File: src/rtl/sw_pend_pkg.sv
package sw_pend_pkg;

  // Command selected after priority resolution.
  typedef enum logic [1:0] {
    OP_NONE = 2'd0,
    OP_CLR  = 2'd1,
    OP_SET  = 2'd2,
    OP_LOAD = 2'd3
  } pend_op_e;

endpackage

File: src/rtl/sw_pend_arb.sv
// Picks one command when several strobes are high: load > set > clear.
module sw_pend_arb
  import sw_pend_pkg::*;
(
  input  logic     cmd_wr_i,
  input  logic     cmd_set_i,
  input  logic     cmd_clr_i,
  output pend_op_e op_o
);

  always_comb begin
    if (cmd_wr_i)       op_o = OP_LOAD;
    else if (cmd_set_i) op_o = OP_SET;
    else if (cmd_clr_i) op_o = OP_CLR;
    else                op_o = OP_NONE;
  end

endmodule

File: src/rtl/sw_pend_next.sv
// Computes the candidate word and whether it differs from the current one.
module sw_pend_next
  import sw_pend_pkg::*;
#(
  parameter int DATA_W = 32
) (
  input  pend_op_e          op_i,
  input  logic [DATA_W-1:0] cur_i,
  input  logic [DATA_W-1:0] opnd_i,
  output logic [DATA_W-1:0] next_o,
  output logic              differs_o
);

  function automatic logic [DATA_W-1:0] apply_op(
    input pend_op_e          op,
    input logic [DATA_W-1:0] old,
    input logic [DATA_W-1:0] opnd
  );
    case (op)
      OP_LOAD: apply_op = opnd;
      OP_SET:  apply_op = old | opnd;
      OP_CLR:  apply_op = old & ~opnd;
      default: apply_op = old;
    endcase
  endfunction

  assign next_o    = apply_op(op_i, cur_i, opnd_i);
  assign differs_o = (next_o != cur_i);

endmodule

File: src/rtl/sw_pend_store.sv
// Holds the word and the two one-cycle indications.
module sw_pend_store #(
  parameter int DATA_W = 32
) (
  input  logic              clk,
  input  logic              rst_n,
  input  logic              upd_en_i,
  input  logic              irq_en_i,
  input  logic [DATA_W-1:0] next_i,
  output logic [DATA_W-1:0] val_o,
  output logic              changed_o,
  output logic              reeval_o
);

  always_ff @(posedge clk) begin
    if (!rst_n) begin
      val_o     <= '0;
      changed_o <= 1'b0;
      reeval_o  <= 1'b0;
    end else begin
      if (upd_en_i) val_o <= next_i;
      changed_o <= upd_en_i;
      reeval_o  <= upd_en_i & irq_en_i;
    end
  end

endmodule

File: src/rtl/sw_pend_reg.sv
module sw_pend_reg
  import sw_pend_pkg::*;
#(
  parameter int DATA_W = 32,
  parameter int OPND_W = 64
) (
  input  logic              clk,
  input  logic              rst_n,
  input  logic              cmd_wr_i,
  input  logic              cmd_set_i,
  input  logic              cmd_clr_i,
  input  logic [OPND_W-1:0] operand_i,
  input  logic              irq_en_i,
  output logic [DATA_W-1:0] pend_o,
  output logic              changed_o,
  output logic              reeval_o
);

  localparam int HI_W = OPND_W - DATA_W;

  // Named internal events, visible to the bound checker.
  pend_op_e          sel_op;
  logic [DATA_W-1:0] opnd_lo;
  logic [DATA_W-1:0] next_val;
  logic              val_differs;
  logic              upd_en;

  assign opnd_lo = operand_i[DATA_W-1:0];

  // Upper operand bits are discarded by design.
  generate
    if (HI_W > 0) begin : g_hi
      logic unused_hi;
      assign unused_hi = ^operand_i[OPND_W-1:DATA_W];
    end
  endgenerate

  sw_pend_arb u_arb (
    .cmd_wr_i  (cmd_wr_i),
    .cmd_set_i (cmd_set_i),
    .cmd_clr_i (cmd_clr_i),
    .op_o      (sel_op)
  );

  sw_pend_next #(.DATA_W(DATA_W)) u_next (
    .op_i      (sel_op),
    .cur_i     (pend_o),
    .opnd_i    (opnd_lo),
    .next_o    (next_val),
    .differs_o (val_differs)
  );

  assign upd_en = (sel_op != OP_NONE) && val_differs;

  sw_pend_store #(.DATA_W(DATA_W)) u_store (
    .clk       (clk),
    .rst_n     (rst_n),
    .upd_en_i  (upd_en),
    .irq_en_i  (irq_en_i),
    .next_i    (next_val),
    .val_o     (pend_o),
    .changed_o (changed_o),
    .reeval_o  (reeval_o)
  );

endmodule

File: config.mk
export PLATFORM = sky130hd
export DESIGN_NAME = sw_pend_reg
export DESIGN_NICKNAME = d
export VERILOG_FILES = /design/src/rtl/sw_pend_pkg.sv /design/src/rtl/sw_pend_arb.sv /design/src/rtl/sw_pend_next.sv /design/src/rtl/sw_pend_store.sv /design/src/rtl/sw_pend_reg.sv
export SDC_FILE = /design/constraint.sdc
export NUM_CORES = 1
export LEC_CHECK = 0
export BUFFER_PORTS_ARGS = -buffer_cell sky130_fd_sc_hd__buf_2
export CELL_PAD_IN_SITES_DETAIL_PLACEMENT = 0
export CELL_PAD_IN_SITES_GLOBAL_PLACEMENT = 1
export CORE_MARGIN = 2
export CORE_UTILIZATION = 30
export DETAILED_ROUTE_END_ITERATION = 10
export PLACE_DENSITY_LB_ADDON = 0.1
export SLEW_MARGIN = 20
export SYNTH_ARGS = -nofsm -noshare
export SYNTH_HDL_FRONTEND = slang
export SYNTH_SLANG_ARGS = --single-unit
File: constraint.sdc
create_clock -name clk -period 1.68 [get_ports clk]
set_clock_uncertainty 0.15 [all_clocks]
set_input_delay 0.084 -clock clk [delete_from_list [all_inputs] [get_ports clk]]
set_output_delay 0.084 -clock clk [all_outputs]
set_load 0.03 [all_outputs]
## Yosys cells after proc, flatten, opt, wreduce, memory -nomap -nowiden

Index checks and enable logic that the tools add are counted.

- Eq/ne operators: 4
- Muxes and demuxes: 4
- Bitwise gates (word level): 4
- Reductions and logical operators: 2

Operator list:

| operator | count |
|---|---|
| $pmux W32 S3 | 1 |
| $and A32 B32 Y32 | 1 |
| $ne A32 B32 Y1 | 1 |
| $not A32 Y32 | 1 |
| $or A32 B32 Y32 | 1 |
| $eq A2 B2 Y1 const B | 2 |
| $mux W2 | 2 |
| $eq A2 B1 Y1 const B | 1 |
| $reduce_bool A2 Y1 | 1 |
| $and A1 B1 Y1 | 1 |
| $logic_and A1 B1 Y1 | 1 |
| $mux W1 | 1 |

- Bits in registers: 34

## Logic depth before layout (Yosys ltp)

- Depth after elaboration: 8
- Depth in mapped cells: 8
- Gate-level depth less buffers: 6

## Cells and area by module

From an unflattened synthesis, not the netlist that was laid out.

- Cell total of the unflattened synthesis: 311
- Area, all modules: 2498.6 µm²

Modules (own cells, without submodules):

| module | instances | cells each | area each (µm²) | seq. area each (µm²) |
|---|---|---|---|---|
| sw_pend_store | 1 | 107 | 1296.2 | 680.7 |
| sw_pend_next | 1 | 200 | 1177.4 | 0.0 |
| sw_pend_arb | 1 | 3 | 17.5 | 0.0 |
| sw_pend_reg | 1 | 1 | 7.5 | 0.0 |

## Least setup slack after synthesis

OpenSTA, ideal clock, no wires.

- Path type: register -> register
- From: register u_store.val_o[13]
- To: register u_store.reeval_o
- Library setup time: 126 ps
- Arrival: 1697 ps
- Required time: 1404 ps
- Slack: -293 ps
- Cell stages (with the launch flop): 7
- Clock period less this slack: 1973 ps
- Path through: dfxtp_1 and2b_1 a2111oi_2 nand3_1 a211o_1 a211oi_2 a21oi_1

- Word-level cells in the longest chain between the ends: 5
- Elaborated cells between the ends (all ways): 6

RTL lines:

| element | RTL line | text |
|---|---|---|
| from (decl) | sw_pend_store.sv:10 | `output logic [DATA_W-1:0] val_o,` |
| from (signal assigned) | sw_pend_store.sv:21 | `if (upd_en_i) val_o <= next_i;` |
| $and A32 B32 Y32 or $or A32 B32 Y32 (tied branches) | sw_pend_next.sv:22, sw_pend_next.sv:21 |  |
| $pmux W32 S3 | sw_pend_next.sv:19 | `case (op)` |
| $ne A32 B32 Y1 * | sw_pend_next.sv:28 | `assign differs_o = (next_o != cur_i);` |
| $logic_and A1 B1 Y1 * | sw_pend_reg.sv:53 | `assign upd_en = (sel_op != OP_NONE) && val_differs;` |
| $and A1 B1 Y1 * | sw_pend_store.sv:23 | `reeval_o <= upd_en_i & irq_en_i;` |
| to (signal assigned) | sw_pend_store.sv:23 |  |
| to (decl) | sw_pend_store.sv:12 | `output logic reeval_o` |

Every way passes the cells marked *; elsewhere a longest branch is shown, timed or not.
A chain may end at the register's enable or synchronous reset.

## Final worst setup path

- From: register u_store.val_o[11]
- To: register u_store.reeval_o

The elaborated chain is that of the path after synthesis.

==> summary.md <==
| Metric | Value |
|---|---|
| Outcome | finished, violations left |
| Violated checks | setup timing |
| Drt total wl | 8051 um |
| Clk root buf | clkbuf_8 |
| Synth top area cells | dfxtp_1, a22oi_1, mux2i_1 |
| Post-synth top area share | 29.66% |
| Clk pin slew, worst setup/hold paths | 0.07 ns |
| Grt total ovfl | 0 |
| Min-delay worst type | in -> reg |
| F_max | 541.2 MHz |
| Area of the core | 7331 um^2 |
| CP Cell Sequence | inv_2, a222oi_1, o221ai_1, a221o_1, a211oi_2, a21oi_1 |
| Slowest Stage Delay on Critical Path | 0.35 ns |
| RSZ-0062 raised after global routing | yes |
| Final slew viol count | 0 |
| CP Capture Type | register |
| R2R depth | 6 |
| Clock latency at the later pin of the worst-skew pair | 0.29 ns |
| Area leader, netlist | dfxtp_1 |
| Yosys warnings | 0 |
| Synthesized Nets | 330 |
| Hold path depth | 3 |
| Total number of vias | 2460 |
| Crit Reg-Reg Endpoint | u_store.reeval_o$_SDFF_PN0_ |
| Die height | 91.46 um |
| Mapped Cells | 260 |
| Postcts setup bufs | 0 |
| Number of synthesized flops with an enable pin | 0 |
| Worst Path Buf+Inv | 1 |
| Initial DRC Count | 157 |
| Slew HR | 70.50% |
| I/O Buffers | 71 |
| Main flop type after synthesis | dfxtp_1 |
| Mapped Area | 2295 um^2 |
| Post-layout util | 45.84% |
| Post-synth ARST share | 0% |
| Ports | 104 |
| Vias in the first global route | 2411 |
| Max-cap violation count | 0 |
| Top delay family on crit path | compound AO/OA/AOI/OAI gates |
| Die ar. | 8365 um^2 |
| R2r startpoint | u_store.val_o[11]$_SDFFE_PN0P_ |
| Post-route ant nets | 0 |
| Final number of setup-violating endpoints | 2 |
| Largest net degree at the start of global routing | 34 |
| Die width | 91.46 um |
| ANT cells | 0 |
| Worst reg-to-reg setup slack | -0.17 ns |
| Fin crit period | 1.848 ns |
| Post-DP HPWL | 6129 um |
| Power Dens Cells | 699.3 nW/um^2 |
| Setup ws final | -0.1677 ns |
| Setup crit start kind | register |
| Maximum fanout along the worst path | 2 |
| Yosys reg bits | 34 |
| Sequential area share after synthesis | 29.66% |
| Avg WL per Cell | 16.67 um |
| Layout cells sized above 1 | 43.23% |
| Global-route wire length before repair | 13040 um |
| Global-route total usage across every layer | 19.77% |
| Slew @ Worst Pin | 0.4424 ns |
| Pwr Total | 2.350 mW |
| Setup Crit Path Kind | reg -> reg |
| Drt first pass iters | 4 |
| CTS max path bufs | 2 |
| Hold path endpoint | u_store.val_o[28]$_SDFFE_PN0P_ |
| Worst EP arrival | 1.86 ns |
| Initial Utilization | 31.30% |
| Commonest cells post-synth | a22oi_1, nor2b_1, dfxtp_1, mux2i_1, inv_1 |
| TritonCTS Buffers | 5 |
| Initial antenna violation count | 0 |
| DRC Markers | 0 |
| Crit share post-route | 110.0% |
| Maximum vdd drop | 0.0003626 V |
| Htree depth | 2 |
| # clock sinks | 34 |
| Layout area overhead | 46.46% |
| Synth unique cells | 45 |
| Nets | 453 |
| Row count | 31 |
| Leak pwr | 1.579 nW |
| Top-count cell post-synth | a22oi_1 |
| CTS tree | yes |
| CP Data Required Time | 1.70 ns |
| Routed vias/inst | 5.093 |
| Mean Syn Cell Area | 8.826 um^2 |
| Placer Congestion | 0.8191 |
| CP max-delay cell | dfxtp_4 |
| Final hold viol count | 0 |
| Worst hold start | operand_i[28] |
==> worst max-delay path by stage <==
stage                                         from                      endpoint  slack, ns  cells after the start
finish              u_store.val_o[11]$_SDFFE_PN0P_   u_store.reeval_o$_SDFF_PN0_      -0.17                      6
global route        u_store.val_o[11]$_SDFFE_PN0P_   u_store.reeval_o$_SDFF_PN0_      -0.29                      6
CTS                 u_store.val_o[11]$_SDFFE_PN0P_   u_store.reeval_o$_SDFF_PN0_      -0.16                      6
detailed placement  u_store.val_o[18]$_SDFFE_PN0P_   u_store.reeval_o$_SDFF_PN0_      -0.23                      5
global placement    u_store.val_o[18]$_SDFFE_PN0P_  u_store.changed_o$_SDFF_PN0_      -0.27                      5
floorplan           u_store.val_o[13]$_SDFFE_PN0P_   u_store.reeval_o$_SDFF_PN0_      -0.02                      6
==> layer usage <==
layer | GRT usage [%] | routed length, um
met4 | 5.303 | 73
met1 | 29.40 | 4161
met5 | 0 | 0
met2 | 29.53 | 3554
met3 | 2.822 | 263
==> repair_timing <==
action / 4_1_cts / 5_1_grt
setup endpoints to repair: 2 / 2
pin swaps: 1 / 0
resized for setup: 2 / 0
endpoints found under the hold margin: 10 / 0
hold buffers: 10 / 0
==> logic make-up after synthesis <==
kind of cell,after synthesis,synth area share (%)
AOI/OAI and AO/OA,84,28.95
and+or+nand+nor,65,17.94
buffers and inverters,40,6.979
muxes,37,16.47
DFF,34,29.66
==> power by group <==
group	switching (mW)	internal [mW]
registers	0.0494	0.861
logic	0.430	0.355
clock network	0.324	0.331
==> cell type report <==
class                      instances  area [um^2]
multi-input combinational        186         1471
fill                             767         3970
sequential                        34        729.5
timing repair buffer             133        858.3
inverter                          23        86.33
tap                               99        123.9
clock buffer                       7        86.33
clock inverter                     1        5.005
==> per-stage QoR <==
step | cell area (um^2) | hold slack, ns | setup TNS [ns] | worst slack (ns) | instances
final | 3361 | 0.0003890 | -0.3158 | -0.1677 | 483
after global routing | 3361 | 0.03724 | -0.5544 | -0.2871 | 483
after CTS | 3361 | 0.0001854 | -0.2914 | -0.1553 | 483
after detailed placement | 3163 | 0.2006 | -0.4313 | -0.2263 | 465
after global placement | 3163 | 0.1900 | -0.5161 | -0.2734 | 465
after floorplan | 2355 | 0.05009 | -0.04075 | -0.02325 | 260
==> cells in the final DEF (no fill, tap or decap), types with 7 or more instances in the layout <==
master and instances:
buf_2 71, buf_4 51, a22oi_1 44, nor2b_1 40, mux2i_1 31, inv_1 22, dfxtp_1 15, dlygate4sd3_1 10
dfxtp_4 10, dfxtp_2 9, a21oi_1 7, o22ai_1 7
==> registers in the layout, indices dropped and copies added, names as in the netlist <==
name and flops:
u_store.val_o 32, u_store.reeval_o 1, u_store.changed_o 1
==> worst min-delay path: cells and delay by family <==
kind / cells / cell delay (ns)
buffers and inverters: 1 / 0.13
and+or+nand+nor: 1 / 0.10
AOI/OAI and AO/OA: 1 / 0.09
(Power assumes the default switching activity.)
